[src/rtl/snoop_wt_pkg.sv]
// Package: shared encodings for the snooping write-through cache.
package snoop_wt_pkg;
    // Coherence message kind carried on the broadcast bus.
    typedef enum logic {
        MSG_UPDATE = 1'b0,
        MSG_INVAL  = 1'b1
    } msg_kind_t;

    // Controller sequencing states.
    typedef enum logic [1:0] {
        ST_IDLE   = 2'd0,
        ST_RFILL  = 2'd1,
        ST_WGRANT = 2'd2,
        ST_WMEM   = 2'd3
    } ctrl_state_t;
endpackage

[src/rtl/snoop_match.sv]
// Module: snoop_match
// Splits an incoming coherence message address into line index and tag.
// Qualifies the message as foreign: strobed, and from a source other than
// this node. Assumes word-aligned message addresses.
module snoop_match #(
    parameter int ADDR_W  = 32,
    parameter int SRC_W   = 3,
    parameter int OFF_W   = 2,
    parameter int IDX_W   = 4,
    parameter int TAG_W   = 26,
    parameter int NODE_ID = 1
) (
    input  logic              snp_valid,
    input  logic [SRC_W-1:0]  snp_src,
    input  logic [ADDR_W-1:0] snp_addr,
    output logic              snp_foreign,
    output logic [IDX_W-1:0]  snp_idx,
    output logic [TAG_W-1:0]  snp_tag
);
    // Decode the address fields and filter out this node's own messages.
    always_comb begin
        snp_idx     = snp_addr[OFF_W +: IDX_W];
        snp_tag     = snp_addr[ADDR_W-1 -: TAG_W];
        snp_foreign = snp_valid && (snp_src != SRC_W'(NODE_ID));
    end
endmodule

[src/rtl/line_store.sv]
// Module: line_store
// Holds the valid bits, tags and one data word per line of a direct-mapped
// cache. Each cycle it applies a foreign snoop to a matching valid line, then
// any local fill; a fill to the same line overrides the snoop. The lookup
// port reports hit and data as they stand after that cycle's snoop, so a
// same-cycle local access sees the snooped result.
module line_store
    import snoop_wt_pkg::*;
#(
    parameter int LINES  = 16,
    parameter int IDX_W  = 4,
    parameter int TAG_W  = 26,
    parameter int DATA_W = 32
) (
    input  logic              clk,
    input  logic              rst_n,
    input  logic              snp_foreign,
    input  msg_kind_t         snp_kind,
    input  logic [IDX_W-1:0]  snp_idx,
    input  logic [TAG_W-1:0]  snp_tag,
    input  logic [DATA_W-1:0] snp_data,
    input  logic [IDX_W-1:0]  look_idx,
    input  logic [TAG_W-1:0]  look_tag,
    output logic              look_hit,
    output logic [DATA_W-1:0] look_data,
    input  logic              fill_en,
    input  logic [IDX_W-1:0]  fill_idx,
    input  logic [TAG_W-1:0]  fill_tag,
    input  logic [DATA_W-1:0] fill_data
);
    logic [LINES-1:0]  valid_q;
    logic [TAG_W-1:0]  tag_q  [LINES];
    logic [DATA_W-1:0] data_q [LINES];
    logic [LINES-1:0]  snp_sel;

    for (genvar g = 0; g < LINES; g++) begin : g_line
        // Snoop affects this line only when index and tag match a valid entry.
        always_comb begin
            snp_sel[g] = snp_foreign && (snp_idx == IDX_W'(g)) &&
                         valid_q[g] && (tag_q[g] == snp_tag);
        end

        // Line state update: snoop first, then local fill wins.
        always_ff @(posedge clk) begin
            if (!rst_n) begin
                valid_q[g] <= 1'b0;
                tag_q[g]   <= '0;
                data_q[g]  <= '0;
            end else begin
                if (snp_sel[g]) begin
                    if (snp_kind == MSG_INVAL) valid_q[g] <= 1'b0;
                    else                       data_q[g]  <= snp_data;
                end
                if (fill_en && (fill_idx == IDX_W'(g))) begin
                    valid_q[g] <= 1'b1;
                    tag_q[g]   <= fill_tag;
                    data_q[g]  <= fill_data;
                end
            end
        end
    end

    logic same_line;

    // Lookup with the same-cycle snoop folded in ahead of the access.
    always_comb begin
        same_line = snp_sel[look_idx];
        look_hit  = valid_q[look_idx] && (tag_q[look_idx] == look_tag) &&
                    !(same_line && (snp_kind == MSG_INVAL));
        look_data = (same_line && (snp_kind == MSG_UPDATE)) ? snp_data
                                                            : data_q[look_idx];
    end
endmodule

[src/rtl/cache_ctrl.sv]
// Module: cache_ctrl
// Sequences processor accesses. Read hits complete in one cycle. Read misses
// fetch from memory and fill the line. Writes first win the broadcast bus and
// emit one coherence message in the form picked by the mode input. They then
// write memory and the local line together. Assumes a new request comes only
// while idle; requests seen in other states are not taken.
module cache_ctrl
    import snoop_wt_pkg::*;
#(
    parameter int ADDR_W = 32,
    parameter int DATA_W = 32,
    parameter int OFF_W  = 2,
    parameter int IDX_W  = 4,
    parameter int TAG_W  = 26
) (
    input  logic              clk,
    input  logic              rst_n,
    input  logic              mode_inval,
    input  logic              cpu_req,
    input  logic              cpu_we,
    input  logic [ADDR_W-1:0] cpu_addr,
    input  logic [DATA_W-1:0] cpu_wdata,
    output logic              cpu_done,
    output logic [DATA_W-1:0] cpu_rdata,
    output logic [IDX_W-1:0]  look_idx,
    output logic [TAG_W-1:0]  look_tag,
    input  logic              look_hit,
    input  logic [DATA_W-1:0] look_data,
    output logic              fill_en,
    output logic [IDX_W-1:0]  fill_idx,
    output logic [TAG_W-1:0]  fill_tag,
    output logic [DATA_W-1:0] fill_data,
    output logic              mem_rd,
    output logic              mem_wr,
    output logic [ADDR_W-1:0] mem_addr,
    output logic [DATA_W-1:0] mem_wdata,
    input  logic [DATA_W-1:0] mem_rdata,
    input  logic              mem_ready,
    output logic              bus_req,
    input  logic              bus_grant,
    output logic              bus_out_valid,
    output msg_kind_t         bus_out_kind,
    output logic [ADDR_W-1:0] bus_out_addr,
    output logic [DATA_W-1:0] bus_out_data
);
    ctrl_state_t       state_q;
    logic [ADDR_W-1:0] addr_q;
    logic [DATA_W-1:0] wdata_q;
    logic              inval_q;

    // Lookup and fill address fields; the lookup uses the live request.
    always_comb begin
        look_idx  = cpu_addr[OFF_W +: IDX_W];
        look_tag  = cpu_addr[ADDR_W-1 -: TAG_W];
        fill_idx  = addr_q[OFF_W +: IDX_W];
        fill_tag  = addr_q[ADDR_W-1 -: TAG_W];
        fill_en   = mem_ready && ((state_q == ST_RFILL) || (state_q == ST_WMEM));
        fill_data = (state_q == ST_RFILL) ? mem_rdata : wdata_q;
    end

    // Memory and bus request levels follow the state directly.
    always_comb begin
        mem_rd    = (state_q == ST_RFILL);
        mem_wr    = (state_q == ST_WMEM);
        bus_req   = (state_q == ST_WGRANT);
        mem_addr  = addr_q;
        mem_wdata = wdata_q;
    end

    // Main sequencer: accepts requests, tracks handshakes, drives completions.
    always_ff @(posedge clk) begin
        if (!rst_n) begin
            state_q       <= ST_IDLE;
            addr_q        <= '0;
            wdata_q       <= '0;
            inval_q       <= 1'b0;
            cpu_done      <= 1'b0;
            cpu_rdata     <= '0;
            bus_out_valid <= 1'b0;
            bus_out_kind  <= MSG_UPDATE;
            bus_out_addr  <= '0;
            bus_out_data  <= '0;
        end else begin
            cpu_done      <= 1'b0;
            bus_out_valid <= 1'b0;
            case (state_q)
                ST_IDLE: begin
                    if (cpu_req) begin
                        addr_q  <= cpu_addr;
                        wdata_q <= cpu_wdata;
                        inval_q <= mode_inval;
                        if (cpu_we) begin
                            state_q <= ST_WGRANT;
                        end else if (look_hit) begin
                            cpu_done  <= 1'b1;
                            cpu_rdata <= look_data;
                        end else begin
                            state_q <= ST_RFILL;
                        end
                    end
                end
                ST_RFILL: begin
                    if (mem_ready) begin
                        cpu_done  <= 1'b1;
                        cpu_rdata <= mem_rdata;
                        state_q   <= ST_IDLE;
                    end
                end
                ST_WGRANT: begin
                    if (bus_grant) begin
                        bus_out_valid <= 1'b1;
                        bus_out_kind  <= inval_q ? MSG_INVAL : MSG_UPDATE;
                        bus_out_addr  <= addr_q;
                        bus_out_data  <= inval_q ? '0 : wdata_q;
                        state_q       <= ST_WMEM;
                    end
                end
                ST_WMEM: begin
                    if (mem_ready) begin
                        cpu_done <= 1'b1;
                        state_q  <= ST_IDLE;
                    end
                end
                default: state_q <= ST_IDLE;
            endcase
        end
    end
endmodule

[src/rtl/snoop_wt_cache.sv]
// Module: snoop_wt_cache (top)
// Direct-mapped, one-word-per-line write-through data cache with bus
// snooping. Writes are announced as update or invalidate messages, picked at
// runtime. Foreign messages are applied to matching lines, and this node's
// own messages are recognised by source number and skipped. Assumes a single
// bus grant input and word-aligned addresses.
module snoop_wt_cache
    import snoop_wt_pkg::*;
#(
    parameter int ADDR_W  = 32,
    parameter int DATA_W  = 32,
    parameter int LINES   = 16,
    parameter int SRC_W   = 3,
    parameter int NODE_ID = 1
) (
    input  logic              clk,
    input  logic              rst_n,
    input  logic              mode_inval,
    input  logic              cpu_req,
    input  logic              cpu_we,
    input  logic [ADDR_W-1:0] cpu_addr,
    input  logic [DATA_W-1:0] cpu_wdata,
    output logic              cpu_done,
    output logic [DATA_W-1:0] cpu_rdata,
    output logic              mem_rd,
    output logic              mem_wr,
    output logic [ADDR_W-1:0] mem_addr,
    output logic [DATA_W-1:0] mem_wdata,
    input  logic [DATA_W-1:0] mem_rdata,
    input  logic              mem_ready,
    output logic              bus_req,
    input  logic              bus_grant,
    output logic              bus_out_valid,
    output logic              bus_out_type,
    output logic [ADDR_W-1:0] bus_out_addr,
    output logic [DATA_W-1:0] bus_out_data,
    output logic [SRC_W-1:0]  bus_out_src,
    input  logic              snp_valid,
    input  logic              snp_type,
    input  logic [ADDR_W-1:0] snp_addr,
    input  logic [DATA_W-1:0] snp_data,
    input  logic [SRC_W-1:0]  snp_src
);
    localparam int OFF_W = $clog2(DATA_W / 8);
    localparam int IDX_W = $clog2(LINES);
    localparam int TAG_W = ADDR_W - IDX_W - OFF_W;

    logic              snp_foreign;
    logic [IDX_W-1:0]  snp_idx;
    logic [TAG_W-1:0]  snp_tag;
    logic [IDX_W-1:0]  look_idx;
    logic [TAG_W-1:0]  look_tag;
    logic              look_hit;
    logic [DATA_W-1:0] look_data;
    logic              fill_en;
    logic [IDX_W-1:0]  fill_idx;
    logic [TAG_W-1:0]  fill_tag;
    logic [DATA_W-1:0] fill_data;
    msg_kind_t         out_kind;
    msg_kind_t         snp_kind;

    // Map the plain-bit message types onto the package encoding.
    always_comb begin
        snp_kind     = msg_kind_t'(snp_type);
        bus_out_type = out_kind;
        bus_out_src  = SRC_W'(NODE_ID);
    end

    snoop_match #(
        .ADDR_W (ADDR_W), .SRC_W (SRC_W), .OFF_W (OFF_W),
        .IDX_W  (IDX_W),  .TAG_W (TAG_W), .NODE_ID (NODE_ID)
    ) u_match (
        .snp_valid   (snp_valid),
        .snp_src     (snp_src),
        .snp_addr    (snp_addr),
        .snp_foreign (snp_foreign),
        .snp_idx     (snp_idx),
        .snp_tag     (snp_tag)
    );

    line_store #(
        .LINES (LINES), .IDX_W (IDX_W), .TAG_W (TAG_W), .DATA_W (DATA_W)
    ) u_lines (
        .clk         (clk),
        .rst_n       (rst_n),
        .snp_foreign (snp_foreign),
        .snp_kind    (snp_kind),
        .snp_idx     (snp_idx),
        .snp_tag     (snp_tag),
        .snp_data    (snp_data),
        .look_idx    (look_idx),
        .look_tag    (look_tag),
        .look_hit    (look_hit),
        .look_data   (look_data),
        .fill_en     (fill_en),
        .fill_idx    (fill_idx),
        .fill_tag    (fill_tag),
        .fill_data   (fill_data)
    );

    cache_ctrl #(
        .ADDR_W (ADDR_W), .DATA_W (DATA_W), .OFF_W (OFF_W),
        .IDX_W  (IDX_W),  .TAG_W  (TAG_W)
    ) u_ctrl (
        .clk           (clk),
        .rst_n         (rst_n),
        .mode_inval    (mode_inval),
        .cpu_req       (cpu_req),
        .cpu_we        (cpu_we),
        .cpu_addr      (cpu_addr),
        .cpu_wdata     (cpu_wdata),
        .cpu_done      (cpu_done),
        .cpu_rdata     (cpu_rdata),
        .look_idx      (look_idx),
        .look_tag      (look_tag),
        .look_hit      (look_hit),
        .look_data     (look_data),
        .fill_en       (fill_en),
        .fill_idx      (fill_idx),
        .fill_tag      (fill_tag),
        .fill_data     (fill_data),
        .mem_rd        (mem_rd),
        .mem_wr        (mem_wr),
        .mem_addr      (mem_addr),
        .mem_wdata     (mem_wdata),
        .mem_rdata     (mem_rdata),
        .mem_ready     (mem_ready),
        .bus_req       (bus_req),
        .bus_grant     (bus_grant),
        .bus_out_valid (bus_out_valid),
        .bus_out_kind  (out_kind),
        .bus_out_addr  (bus_out_addr),
        .bus_out_data  (bus_out_data)
    );
endmodule

[config.mk]
export PLATFORM = sky130hd
export DESIGN_NAME = snoop_wt_cache
export DESIGN_NICKNAME = d
export VERILOG_FILES = /design/src/rtl/snoop_wt_pkg.sv /design/src/rtl/snoop_match.sv /design/src/rtl/line_store.sv /design/src/rtl/cache_ctrl.sv /design/src/rtl/snoop_wt_cache.sv
export SDC_FILE = /design/constraint.sdc
export NUM_CORES = 2
export LEC_CHECK = 0
export BUFFER_PORTS_ARGS = -buffer_cell sky130_fd_sc_hd__buf_2
export CAP_MARGIN = 10
export CORE_ASPECT_RATIO = 1.75
export CORE_MARGIN = 4
export CORE_UTILIZATION = 40
export CTS_BUF_LIST = sky130_fd_sc_hd__clkbuf_4 sky130_fd_sc_hd__clkbuf_8
export DETAILED_ROUTE_END_ITERATION = 8
export SYNTH_ARGS = -nofsm -noshare
export SYNTH_HDL_FRONTEND = slang
export SYNTH_HIERARCHICAL = 1
export SYNTH_SLANG_ARGS = --single-unit
export TNS_END_PERCENT = 30
[constraint.sdc]
create_clock -name clk -period 5.5 [get_ports clk]
set_clock_uncertainty 0.15 [all_clocks]
set_input_delay 0.825 -clock clk [delete_from_list [all_inputs] [get_ports clk]]
set_output_delay 0.825 -clock clk [all_outputs]
set_load 0.005 [all_outputs]
==> impl_summary.txt <==
----------------------------------------------------
[Status]
  Status ... complete, no violations

[Placement]
  Total half-perimeter wirelength after legalization and detailed placement ... 170000 µm
  Cell area after placement ... 62070 µm²
  PortBufs ... 335
  Global placer's final weighted congestion ... 1.008

[Timing]
  Final hold vios ... 0
  Worst-Margin Slew ... 1175 ps
  Post-route worst hold slack ... 124.5 ps
  Pins Over Slew Limit ... 0
  Share of the clock period used by the worst path ... 0.7980
  Maximum clock frequency ... 0.2278 GHz
  Setup total negative slack ... 0 ps
  Rel. slew slack ... 0.2150
  RSZ-0062 raised after global routing ... false
  Final critical-path required period ... 4389 ps
  Final Setup Violations ... 0

[Routing]
  First drt pass iteration count ... 6
  DRC violations left ... 0
  Total wirelength of the detailed-routed design ... 247300 µm
  DR iter-0 viols ... 4758
  Remaining antenna violation count ... 0
  Vias per cell ... 6.217
  Wire length per cell ... 37.20 µm
  Via total after detailed routing ... 41324

[Pwr]
  Combinational fraction of design power ... 0.132
  Sw Pwr ... 5.396 mW
  Worst IR drop on VDD ... 0.0001754 V
  Switching power share of the total ... 0.2795
  Power density cells ... 293.0 nW/µm²
  Leakage ... 24.02 nW
  Power share of the sequential group ... 0.499
  Fraction of power consumed by the clock network ... 0.369
  Internal Power ... 13.91 mW

[Synth]
  Share of flip-flops with an asynchronous set or reset after synthesis ... 0
  Sequential area share after synthesis ... 0.5415
  EDFF count, synth ... 928
  Cell variety after synth ... 65
  Prevailing post-synth register cell ... sky130_fd_sc_hd__edfxtp_1
  Mean Syn Cell Area ... 13.03 µm²
  Synth Warn # ... 6
  Netlist area before placement ... 58190 µm²
  Post-Synthesis Cells ... 4466
  Post-synthesis register bit count ... 1110

[Floorplan]
  Total core area ... 144100 µm²
  I/O Pins ... 341
  Num rows ... 184
  Chip height ... 512.6 µm
  Die Footprint ... 151900 µm²
  Horizontal extent of the die ... 296.3 µm
  Initial core utilization ... 0.4038

[Setup path]
  WP data required ... 6130 ps
  Last element of the critical path ... u_ctrl/cpu_rdata[1]$_SDFFE_PN0P_
  Data arrival time of the critical path ... 5020 ps
  Type of element capturing the critical path ... flip-flop
  Path type of the worst setup path ... input pin to flip-flop
  Type of origin of the critical path ... input pin
  Reg2Reg Launch Point ... u_lines/tag_q[2][5]$_SDFFCE_PN0P_
  Worst-path maximum fanout ... 21
  R2r setup slk ... 1120 ps
  Worst reg2reg path depth ... 13
  End of the worst register-to-register path ... u_ctrl/cpu_rdata[1]$_SDFFE_PN0P_
  First element of the critical path ... snp_src[1]

[CTS]
  Clock tree buffer depth ... 3
  TritonCTS sink count ... 1110
  Insertion delay to the later sink of the worst-skew pair ... 920 ps
  Cell at the root of the clock tree ... sky130_fd_sc_hd__clkbuf_8
  Clock tree from TritonCTS ... built
  Number of cells upsized or downsized after cts ... 0
  Reg clk slew, reported paths ... 70 ps
  Total clock buffers created by CTS ... 166
  CTS H-tree depth ... 4

[Cells and area]
  Layout overhead on the synthesized area ... 13.25%
  Final design area excluding fillers ... 65900 µm²
  Total Nets Final ... 4811
  # fillers ... 13036
  Layout cell share with drive strength beyond 1 ... 0.2638

[Global routing]
  Global routing usage summed across all routing layers ... 0.3215
  Number of antenna violations at the first check in global routing ... 24
  Via count of the first global-routing pass ... 41646
  Remaining global-route overflow ... 0
  Global-route wire length before repair ... 337700 µm
  Pin count of the biggest net entering global routing ... 130

[Run]
  Reported max-cap violation count ... 0

[Hold path]
  Class of the most critical hold timing path ... input pin to flip-flop

----------------------------------------------------
==> logic make-up (layout without fill, tap and decap cells) <==
kind of cell | count (synthesis) | after routing | synth area share
compound gates | 827 | 827 | 0.1164
xor+xnor | 429 | 429 | 0.06457
buf+inv | 611 | 921 | 0.04978
flops | 1110 | 1110 | 0.5415
mux | 372 | 372 | 0.1230
other cells | 2 | 13 | 0.0001291
simple gates | 1115 | 1115 | 0.1046
==> power by group through the flow <==
stage | Clock (mW) | Combinational [mW] | Sequential [mW]
global route | 7.57 | 2.60 | 9.65
global placement | 0 | 2.48 | 9.80
finish | 7.13 | 2.54 | 9.63
floorplan | 0 | 1.44 | 9.71
detailed placement | 0 | 2.48 | 9.81
CTS | 7.22 | 2.51 | 9.63
==> final cells by class <==
cell class                 count  area, µm²  area share
sequential                  1110      31510      0.4782
multi-input combinational   2746      24310      0.3688
timing repair buffer         607       4292     0.06512
clock buffer                 235       2865     0.04348
tap                         1860       2327     0.03531
clock inverter                71      544.3    0.008259
inverter                       8      30.03   0.0004557
antenna                       10      25.02   0.0003797
==> synthesized netlist by cell type, drive strengths merged (3+ instances only) <==
cell,n,area share
a211o,32,0.0048
a21boi,132,0.017
a21oi,15,0.0014
a221oi,3,0.00045
a22o,481,0.072
a22oi,12,0.0015
a31o,4,0.00060
and2,435,0.047
buf,249,0.026
clkbuf,354,0.023
dfxtp,182,0.063
edfxtp,928,0.48
inv,6,0.00039
mux2,64,0.012
mux2i,40,0.0069
mux4,268,0.10
nand2,320,0.021
nand2b,20,0.0022
nand3,38,0.0033
nand3b,41,0.0053
nand4,63,0.0068
nor2,39,0.0026
nor2b,26,0.0028
nor3,33,0.0028
nor4,77,0.0084
o2111ai,3,0.00045
o211ai,15,0.0019
o21ai,74,0.0064
o21bai,10,0.0013
o221a,32,0.0062
or3,6,0.00065
or4,3,0.00039
xnor2,206,0.031
xor2,223,0.034
==> layer usage <==
layer / wire (µm) / vias to the layer above / global-route usage
li1: - / 17079 / -
met1: 78680 / 20962 / 0.3432
met2: 124400 / 2487 / 0.5518
met3: 17960 / 764 / 0.05577
met4: 25920 / 32 / 0.2658
met5: 254 / - / 0
==> metrics by stage <==
step	util	std cells	setup slack, ps	total power [mW]
2_1_floorplan	-	4467	583.6	11.15
3_3_place_gp	0.4307	6293	362.2	12.27
3_5_place_dp	0.4307	6293	339.4	12.29
4_1_cts	0.4569	6636	1176	19.37
5_1_grt	0.4571	6639	1027	19.83
6_report	0.4573	6647	1111	19.31
==> worst min path at each step <==
stage	start	end	slack, ps	depth (start not counted)
final	cpu_we	u_ctrl/state_q[1]$_SDFFE_PN0P_	120	3
after global routing	cpu_addr[20]	u_ctrl/mem_addr[20]$_SDFFE_PN0P_	70	3
after CTS	cpu_addr[20]	u_ctrl/mem_addr[20]$_SDFFE_PN0P_	30	3
after detailed placement	u_ctrl/bus_out_data[7]$_SDFFE_PN0P_	u_ctrl/bus_out_data[7]$_SDFFE_PN0P_	290	2
after global placement	u_ctrl/bus_out_data[4]$_SDFFE_PN0P_	u_ctrl/bus_out_data[4]$_SDFFE_PN0P_	280	2
after floorplan	u_ctrl/bus_out_data[0]$_SDFFE_PN0P_	u_ctrl/bus_out_data[0]$_SDFFE_PN0P_	300	2
==> cells in the final DEF, fill, tap and decap left out, types with 11 or more instances in the layout <==
cell type | netlist | routed
sky130_fd_sc_hd__o211ai_1 | 15 | 15
sky130_fd_sc_hd__nor3_1 | 33 | 22
sky130_fd_sc_hd__mux2i_1 | 40 | 40
sky130_fd_sc_hd__nand3_1 | 38 | 38
sky130_fd_sc_hd__dlygate4sd3_1 | 0 | 37
sky130_fd_sc_hd__nand2_1 | 320 | 320
sky130_fd_sc_hd__a21oi_1 | 14 | 14
sky130_fd_sc_hd__and2_1 | 435 | 435
sky130_fd_sc_hd__nand4_1 | 63 | 63
sky130_fd_sc_hd__o21ai_0 | 74 | 59
sky130_fd_sc_hd__dfxtp_1 | 182 | 180
sky130_fd_sc_hd__nor2b_1 | 26 | 26
sky130_fd_sc_hd__clkinv_1 | 2 | 37
sky130_fd_sc_hd__nand3b_1 | 41 | 41
sky130_fd_sc_hd__clkbuf_4 | 0 | 59
sky130_fd_sc_hd__a21boi_0 | 16 | 16
sky130_fd_sc_hd__buf_2 | 80 | 330
sky130_fd_sc_hd__a21boi_1 | 116 | 116
sky130_fd_sc_hd__mux4_2 | 268 | 268
sky130_fd_sc_hd__nor3_2 | 0 | 11
sky130_fd_sc_hd__xor2_1 | 223 | 223
sky130_fd_sc_hd__buf_12 | 0 | 34
sky130_fd_sc_hd__nor2_4 | 1 | 21
sky130_fd_sc_hd__nor2_1 | 38 | 18
sky130_fd_sc_hd__clkinv_2 | 0 | 18
sky130_fd_sc_hd__mux2_2 | 62 | 62
sky130_fd_sc_hd__a211o_1 | 32 | 32
sky130_fd_sc_hd__xnor2_1 | 206 | 206
sky130_fd_sc_hd__a22oi_1 | 12 | 12
sky130_fd_sc_hd__buf_4 | 110 | 201
sky130_fd_sc_hd__clkbuf_8 | 0 | 176
sky130_fd_sc_hd__nand2b_1 | 20 | 15
sky130_fd_sc_hd__nor4_1 | 76 | 76
sky130_fd_sc_hd__edfxtp_1 | 928 | 928
sky130_fd_sc_hd__o221a_2 | 11 | 11
sky130_fd_sc_hd__o21ai_4 | 0 | 15
sky130_fd_sc_hd__o221a_1 | 21 | 21
sky130_fd_sc_hd__a22o_1 | 481 | 481
==> timing repair <==
item                                    CTS  global route
hold endpoints to repair                 37             0
hold buffers                             37             0
endpoints found under the setup margin    0             0
buffers inserted                          0             0
==> flip-flops by register name, summed over array words and instances, names as in the netlist <==
signal / count
u_ctrl/bus_out_addr: 32
u_ctrl/bus_out_data: 32
u_ctrl/bus_out_kind: 1
u_ctrl/bus_out_valid: 1
u_ctrl/cpu_done: 1
u_ctrl/cpu_rdata: 32
u_ctrl/inval_q: 1
u_ctrl/mem_addr: 32
u_ctrl/mem_wdata: 32
u_ctrl/state_q: 2
u_lines/data_q: 512
u_lines/tag_q: 416
u_lines/valid_q: 16
==> worst max-delay path, cell delays in order <==
cell                       delay [ps]
sky130_fd_sc_hd__buf_2             80
sky130_fd_sc_hd__nor2_1            40
sky130_fd_sc_hd__a21boi_1         400
sky130_fd_sc_hd__or3b_2           610
sky130_fd_sc_hd__nor4_1           620
sky130_fd_sc_hd__nand4_1          240
sky130_fd_sc_hd__a22oi_1          200
sky130_fd_sc_hd__nand3_1          190
sky130_fd_sc_hd__nor4_4           380
sky130_fd_sc_hd__buf_12           250
sky130_fd_sc_hd__mux2_2           480
sky130_fd_sc_hd__nor2b_1          170
sky130_fd_sc_hd__a211o_1          280
sky130_fd_sc_hd__o221a_2          240
(Power assumes the default switching activity.)
